$ cat src/rtl/scanout_pkg.sv
package scanout_pkg;

  parameter int DEF_ADDR_W      = 32;
  parameter int DEF_BASE_BITS   = 11;
  parameter int DEF_STRIDE_LOG2 = 10;
  parameter int DEF_H_PIX       = 640;
  parameter int DEF_V_ROWS      = 480;
  parameter int CHAN_W          = 8;
  parameter int NUM_CHAN        = 3;

  // strobes from register/control side into the scan datapath
  typedef struct packed {
    logic loadFrame;  // latch settings, restart at first pixel
    logic stepPix;    // move to the next visible pixel
    logic dispOn;     // live enable, gates request and colour
  } scanStrb_t;

endpackage

$ cat src/rtl/scanout_ctrl.sv
module scanout_ctrl
  import scanout_pkg::*;
#(
  parameter int ADDR_W    = DEF_ADDR_W,
  parameter int BASE_BITS = DEF_BASE_BITS
) (
  input  logic                 clk,
  input  logic                 rstN,
  input  logic                 regWe,
  input  logic                 regAddr,
  input  logic [ADDR_W-1:0]    regWdata,
  output logic [ADDR_W-1:0]    regRdata,
  input  logic                 frameStart,
  input  logic                 pixAdvance,
  output scanStrb_t            strb,
  output logic [BASE_BITS-1:0] baseHi,
  output logic                 rotSel
);

  localparam int LOW_W = ADDR_W - BASE_BITS;

  logic enSel;
  logic unusedWr;

  always_ff @(posedge clk) begin
    if (!rstN) begin
      baseHi <= '0;
      enSel  <= 1'b0;
      rotSel <= 1'b0;
    end else if (regWe) begin
      if (!regAddr) begin
        baseHi <= regWdata[ADDR_W-1:LOW_W];
      end else begin
        enSel  <= regWdata[0];
        rotSel <= regWdata[1];
      end
    end
  end

  assign unusedWr = ^regWdata[LOW_W-1:2];

  always_comb begin
    if (regAddr) regRdata = {{(ADDR_W-2){1'b0}}, rotSel, enSel};
    else         regRdata = {baseHi, {LOW_W{1'b0}}};
  end

  always_comb begin
    strb.loadFrame = frameStart;
    strb.stepPix   = pixAdvance & ~frameStart;
    strb.dispOn    = enSel;
  end

endmodule

$ cat src/rtl/scanout_datapath.sv
module scanout_datapath
  import scanout_pkg::*;
#(
  parameter int ADDR_W      = DEF_ADDR_W,
  parameter int BASE_BITS   = DEF_BASE_BITS,
  parameter int STRIDE_LOG2 = DEF_STRIDE_LOG2,
  parameter int H_PIX       = DEF_H_PIX,
  parameter int V_ROWS      = DEF_V_ROWS
) (
  input  logic                 clk,
  input  logic                 rstN,
  input  scanStrb_t            strb,
  input  logic [BASE_BITS-1:0] baseHi,
  input  logic                 rotSel,
  input  logic [31:0]          pixWord,
  output logic [ADDR_W-1:0]    fetchAddr,
  output logic                 fetchReq,
  output logic [CHAN_W-1:0]    red,
  output logic [CHAN_W-1:0]    green,
  output logic [CHAN_W-1:0]    blue
);

  localparam int COL_W = STRIDE_LOG2;
  localparam int ROW_W = ADDR_W - BASE_BITS - STRIDE_LOG2 - 2;
  localparam logic [COL_W-1:0] COL_LAST = COL_W'(H_PIX - 1);
  localparam logic [ROW_W-1:0] ROW_LAST = ROW_W'(V_ROWS - 1);

  logic [BASE_BITS-1:0] shBase;
  logic                 shRot;
  logic [ROW_W-1:0]     rowQ, rowEff;
  logic [COL_W-1:0]     colQ, colEff;
  logic                 activeQ;
  logic [CHAN_W-1:0]    chan [NUM_CHAN];
  logic                 unusedAlpha;

  always_ff @(posedge clk) begin
    if (!rstN) begin
      shBase  <= '0;
      shRot   <= 1'b0;
      rowQ    <= '0;
      colQ    <= '0;
      activeQ <= 1'b0;
    end else if (strb.loadFrame) begin
      shBase  <= baseHi;
      shRot   <= rotSel;
      rowQ    <= '0;
      colQ    <= '0;
      activeQ <= 1'b1;
    end else if (strb.stepPix && activeQ) begin
      if (colQ == COL_LAST) begin
        colQ <= '0;
        if (rowQ == ROW_LAST) begin
          rowQ    <= '0;
          activeQ <= 1'b0;
        end else begin
          rowQ <= rowQ + 1'b1;
        end
      end else begin
        colQ <= colQ + 1'b1;
      end
    end
  end

  // reflected coordinates for the 180-degree mode
  always_comb begin
    rowEff = shRot ? (ROW_LAST - rowQ) : rowQ;
    colEff = shRot ? (COL_LAST - colQ) : colQ;
  end

  // stride is a power of two and the base is aligned above it: pure concat
  assign fetchAddr = {shBase, rowEff, colEff, 2'b00};
  assign fetchReq  = strb.dispOn & activeQ;

  for (genvar ch = 0; ch < NUM_CHAN; ch++) begin : g_chan
    assign chan[ch] = fetchReq ? pixWord[ch*CHAN_W +: CHAN_W] : '0;
  end

  assign blue        = chan[0];
  assign green       = chan[1];
  assign red         = chan[2];
  assign unusedAlpha = ^pixWord[31:NUM_CHAN*CHAN_W];

endmodule

$ cat src/rtl/scanout_addr_gen.sv
module scanout_addr_gen
  import scanout_pkg::*;
#(
  parameter int ADDR_W      = DEF_ADDR_W,
  parameter int BASE_BITS   = DEF_BASE_BITS,
  parameter int STRIDE_LOG2 = DEF_STRIDE_LOG2,
  parameter int H_PIX       = DEF_H_PIX,
  parameter int V_ROWS      = DEF_V_ROWS
) (
  input  logic              clk,
  input  logic              rstN,
  input  logic              regWe,
  input  logic              regAddr,
  input  logic [ADDR_W-1:0] regWdata,
  output logic [ADDR_W-1:0] regRdata,
  input  logic              frameStart,
  input  logic              pixAdvance,
  input  logic [31:0]       pixWord,
  output logic [ADDR_W-1:0] fetchAddr,
  output logic              fetchReq,
  output logic [7:0]        red,
  output logic [7:0]        green,
  output logic [7:0]        blue
);

  scanStrb_t            strb;
  logic [BASE_BITS-1:0] baseHi;
  logic                 rotSel;

  scanout_ctrl #(
    .ADDR_W    (ADDR_W),
    .BASE_BITS (BASE_BITS)
  ) u_ctrl (
    .clk        (clk),
    .rstN       (rstN),
    .regWe      (regWe),
    .regAddr    (regAddr),
    .regWdata   (regWdata),
    .regRdata   (regRdata),
    .frameStart (frameStart),
    .pixAdvance (pixAdvance),
    .strb       (strb),
    .baseHi     (baseHi),
    .rotSel     (rotSel)
  );

  scanout_datapath #(
    .ADDR_W      (ADDR_W),
    .BASE_BITS   (BASE_BITS),
    .STRIDE_LOG2 (STRIDE_LOG2),
    .H_PIX       (H_PIX),
    .V_ROWS      (V_ROWS)
  ) u_dp (
    .clk       (clk),
    .rstN      (rstN),
    .strb      (strb),
    .baseHi    (baseHi),
    .rotSel    (rotSel),
    .pixWord   (pixWord),
    .fetchAddr (fetchAddr),
    .fetchReq  (fetchReq),
    .red       (red),
    .green     (green),
    .blue      (blue)
  );

endmodule

$ cat config.mk
export PLATFORM = sky130hd
export DESIGN_NAME = scanout_addr_gen
export DESIGN_NICKNAME = d
export VERILOG_FILES = /design/src/rtl/scanout_pkg.sv /design/src/rtl/scanout_ctrl.sv /design/src/rtl/scanout_datapath.sv /design/src/rtl/scanout_addr_gen.sv
export SDC_FILE = /design/constraint.sdc
export NUM_CORES = 1
export LEC_CHECK = 0
export BUFFER_PORTS_ARGS = -buffer_cell sky130_fd_sc_hd__buf_2
export CAP_MARGIN = 20
export CORE_UTILIZATION = 47
export CTS_CLUSTER_SIZE = 14
export DETAILED_ROUTE_END_ITERATION = 8
export PLACE_DENSITY = 0.95
export SYNTH_ARGS = -nofsm -noshare
export SYNTH_HDL_FRONTEND = slang
export SYNTH_SLANG_ARGS = --single-unit
$ cat constraint.sdc
create_clock -name clk -period 4.9 [get_ports clk]
set_clock_uncertainty 0.15 [all_clocks]
set_input_delay 0.98 -clock clk [delete_from_list [all_inputs] [get_ports clk]]
set_output_delay 0.98 -clock clk [all_outputs]
set_load 0.02 [all_outputs]
# Yosys cells after proc, flatten, opt, wreduce, memory -nomap -nowiden
# Index checks and enable logic that the tools add are counted.
[op_classes] addsub=4 multipliers=0 div_mod_pow=0 order_cmp=0 eq_ne=2 shift=0 mux=12 n_bitwise=5 reduce_logical=9
[ops] op="2-to-1 mux 32 bit" n=1
[ops] op="2-to-1 mux 8 bit" n=3
[ops] op="2-to-1 mux 10 bit" n=2
[ops] op="2-to-1 mux 9 bit" n=2
[ops] op="adder 10 x 1 -> 10 bit (second input constant)" n=1
[ops] op="== test 10 bit (second input constant)" n=1
[ops] op="subtractor 10 bit (first input constant)" n=1
[ops] op="adder 9 x 1 -> 9 bit (second input constant)" n=1
[ops] op="== test 9 bit (second input constant)" n=1
[ops] op="subtractor 9 bit (first input constant)" n=1
[ops] op="AND reduction 2 bit" n=3
[ops] op="nonzero test 2 bit" n=3
[ops] op="2-to-1 mux 1 bit" n=4
[ops] op="inverter 1 bit" n=3
[ops] op="AND reduction 3 bit" n=1
[ops] op="bitwise AND 1 bit" n=2
[ops] op="OR reduction 2 bit" n=1
[ops] op="logical AND 1 bit" n=1
[word_totals] regBits=45 latchBits=0 ramBits=0 rom_bits=0 in_bits=70 out_inout_bits=89 elab_cells=40 n_memories=0

# Logic depth before layout (Yosys ltp)
[logic_depth] word_depth=5 depth_mapped=7 ltp_nobuf=6

# Cells and area by module
# Synthesis repeated with hierarchy kept, for this count alone.
[hier_totals] cells_unflattened=309 area_unflattened_um2=2672.6
[by_module_without_submodules] module="scanout_datapath" instances=1 cells_per_inst=214 area_each_um2=1883.1 seq_area_each_um2=640.6
[by_module_without_submodules] module="scanout_ctrl" instances=1 cells_per_inst=95 area_each_um2=789.5 seq_area_each_um2=260.2

# Least setup slack after synthesis
# OpenSTA, ideal clock, no wires.
[synth_path] kind="in2out" from="in regAddr" to="out regRdata[0]" t_arrival_ns=1.489 t_required_ns=3.770 path_slack_ns=2.281 stages=2 path_buffers=1 cell_sequence="clkbuf_1 and2_1"
[synth_via] elab_chain_len=1
[synth_rtl] element="start: declaration" line="scanout_addr_gen.sv:13" rtl="input logic regAddr,"
[synth_rtl] element="2-to-1 mux 32 bit" line="scanout_ctrl.sv:43" rtl="if (regAddr) regRdata = {{(ADDR_W-2){1'b0}}, rotSel, enSel};"
[synth_rtl] element="end: declaration" line="scanout_addr_gen.sv:15" rtl="output logic [ADDR_W-1:0] regRdata,"
# No other way between the ends.

# Worst setup path in the final report
[layout_path] from="reg u_dp.shRot" to="out fetchAddr[18]"
[layout_via] elab_chain_len=1
[layout_rtl] element="start: declaration" line="scanout_datapath.sv:29" rtl="logic shRot;"
[layout_rtl] element="start signal: assignment" line="scanout_datapath.sv:45" rtl="shRot <= rotSel;"
[layout_rtl] element="2-to-1 mux 9 bit" line="scanout_datapath.sv:66" rtl="rowEff = shRot ? (ROW_LAST - rowQ) : rowQ;"
[layout_rtl] element="end: declaration" line="scanout_addr_gen.sv:19" rtl="output logic [ADDR_W-1:0] fetchAddr,"
# No other way between the ends.

==> results by group <==
Outcome
  • Status: finished, final reports clean

STA
  • Setup TNS: 0 ps
  • Fmax: 0.346 GHz
  • Period minus WS final: 2890 ps
  • Worst-Margin Slew: 872 ps
  • Slew Limit Fails: 0
  • Worst relative slew slack: 0.418
  • RSZ-0062 raised after global routing: false
  • Period utilization: 0.591
  • Final hold viol count: 0
  • WHS: 334 ps
  • # setup viols final: 0

Critical path
  • CP startpoint: u_dp.shRot
  • R2R Setup Slk: 2410 ps
  • Crit start category: flop
  • Reg2reg start: u_dp.activeQ
  • R2R Path End: u_dp.rowQ[7]
  • CP Capture Type: primary output
  • Worst Path Arrival: 1760 ps
  • CP Data Required Time: 3770 ps
  • Largest fanout on the critical path: 19
  • Critical path class: flop to primary output
  • FF-to-FF path depth: 4

Pwr
  • Sequential share of power: 0.473
  • Net Sw Frac: 0.245
  • PwrDens: 257 nW/um^2
  • Clock share of power: 0.414
  • Static leakage: 1.68 nW
  • Max VDD drop: 0.236 mV
  • Logic gate share of total power: 0.113
  • Internal: 0.614 mW
  • Switching pwr: 0.199 mW

Synthesis
  • Top post-synthesis cells by area: dfxtp_1 35%, buf_4 7.0%, and3_1 6.1%, nor2b_1 5.8%, mux2i_1 5.4%
  • Seq cells post-synth: 45
  • Top cell type by total area after synthesis: dfxtp_1
  • Most used DFF post-synth: dfxtp_1
  • Post-Syn Area per Cell: 8.52 sq um
  • Most numerous cell in the Yosys netlist: dfxtp_1
  • Post-Syn Area: 2570 sq um
  • Synth Instances: 302
  • Post-synth top cells: 45 x dfxtp_1, 33 x nand2_1, 25 x and3_1, 24 x buf_4, 24 x nor2b_1
  • Synth async-reset ratio: 0
  • EDFF count, synth: 0
  • Top-area cell type share of the netlist area: 0.350
  • Sequential cell area fraction in the yosys report: 0.350
  • Post-synth cell types: 36
  • Ys Warns: 0

GRT
  • Gr usage total: 0.199
  • Initial antenna violation count: 0
  • First-pass GRT wire length: 9.52 mm
  • Total grt overflow: 0
  • Vias in the first global route: 2094
  • Largest net degree at the start of global routing: 30

Die
  • Chip height: 76.0 microns
  • Io pins: 159
  • Full die area: 5770 sq um
  • Area of the core: 5200 sq um
  • Die width: 76.0 microns
  • Std cell rows: 26
  • Initial Utilization: 0.494

Clocking
  • Clock Path Buffers: 2
  • Post CTS Setup Buffer Count: 0
  • Latest clock arrival within the worst-skew pair: 300 ps
  • Post-CTS Hold Fix Bufs: 0
  • Post_cts resized: 0
  • CTS tree: built
  • H-tree Lvls: 2
  • Reg clk slew, reported paths: 90 ps
  • Clock Tree Root: clkbuf_8
  • Clk sinks: 45
  • Cts bufs inserted: 5

Drt
  • Residual DRC count: 0
  • DR iter-0 viols: 67
  • DR vias: 2310
  • Via density: 4.94
  • Final wirelength: 5.70 mm
  • Antenna viol nets, final: 0
  • DR WL/cell: 12.2 microns
  • First drt pass iteration count: 4

Final layout
  • Antenna cell count: 0
  • Area grow syn2layout: 23.0%
  • Final #Nets: 474
  • Layout cells sized above 1: 0.304
  • Final Cell Area: 3160 sq um
  • Utilization after layout: 0.608

Min path
  • Min-Delay Endpoint: u_ctrl.baseHi[10]
  • Min-delay src: u_ctrl.baseHi[10]
  • Worst hold stages: 2
  • Worst Hold Class: flop to flop

Place
  • Area after DPL: 3030 sq um
  • Dpl hpwl: 4.17 mm
  • Final GP Congestion: 0.843
  • PortBufs: 110

Run
  • # Max-Cap Violations: 0
==> cell families after synthesis <==
family          count (synthesis)  synth area share
simple gates                  130             0.277
buf+inv                        46             0.107
flops                          45             0.350
compound gates                 33            0.0871
xor+xnor                       25            0.0851
mux                            15            0.0589
fa+ha+maj                       7            0.0340
other cells                     1           0.00146
==> routing by layer <==
layer	track usage	vias to the layer above	routed length, microns
met5	0	-	0
met4	0.0577	0	26
met3	0.0611	2	438
met2	0.350	91	2810
met1	0.232	1055	2420
li1	-	1162	-
==> registers in the layout (all words and copies together) (netlist names) <==
name,flops
u_dp.shRot,1
u_dp.shBase,11
u_dp.colQ,10
u_dp.activeQ,1
u_ctrl.baseHi,11
u_dp.rowQ,9
u_ctrl.enSel,1
u_ctrl.rotSel,1
==> power by group through the flow <==
stage	clock network (mW)	logic [mW]	registers, mW
2_1_floorplan	0	0.0759	0.389
5_1_grt	0.361	0.0994	0.387
3_5_place_dp	0	0.0920	0.393
6_report	0.336	0.0919	0.384
4_1_cts	0.343	0.0921	0.385
3_3_place_gp	0	0.0902	0.392
==> worst max-delay path by stage <==
stage | endpoint | cells past startpoint
3_3_place_gp | u_dp.rowQ[5] | 5
3_5_place_dp | u_dp.rowQ[7] | 5
2_1_floorplan | regRdata[0] | 2
5_1_grt | fetchAddr[11] | 3
6_report | fetchAddr[18] | 2
4_1_cts | fetchAddr[18] | 2
==> metrics by stage <==
step                      instances  setup WS, ps  power, mW
after floorplan                 322          2280      0.465
after global placement          460          2010      0.482
after detailed placement        460          1950      0.485
after CTS                       468          1980      0.819
after global routing            468          1900      0.847
final                           468          2010      0.813
==> layout by cell type, fill, tap and decap left out, types with 2 or more instances in the layout <==
master	count
nor2_1	13
o21ai_0	4
nand2_1	33
nand3_1	10
mux2i_1	14
and2_1	4
o31ai_1	4
nor4_1	3
clkbuf_8	5
and3_1	25
or4_1	4
bufinv_16	2
xor2_1	16
nand4_1	3
a21oi_1	7
ha_1	7
inv_1	4
or3_1	3
buf_2	110
dfxtp_1	45
nor2b_1	24
conb_1	21
xnor2_1	9
nand2b_1	3
a21boi_0	15
==> critical path: stages (launching register included) <==
cell and delay (ps):
dfxtp_1 900, mux2_2 410, buf_2 160
==> final cells by class <==
cell class / count / area (sq um)
well taps: 70 / 87.6
repair buffers: 110 / 551
clock inverters: 3 / 68.8
clock buffers: 5 / 68.8
fillers: 454 / 2040
multi-input cells: 231 / 1470
flip-flops and latches: 45 / 901
inverters: 4 / 15.0
No activity file was read; power rests on OpenSTA's default activity.
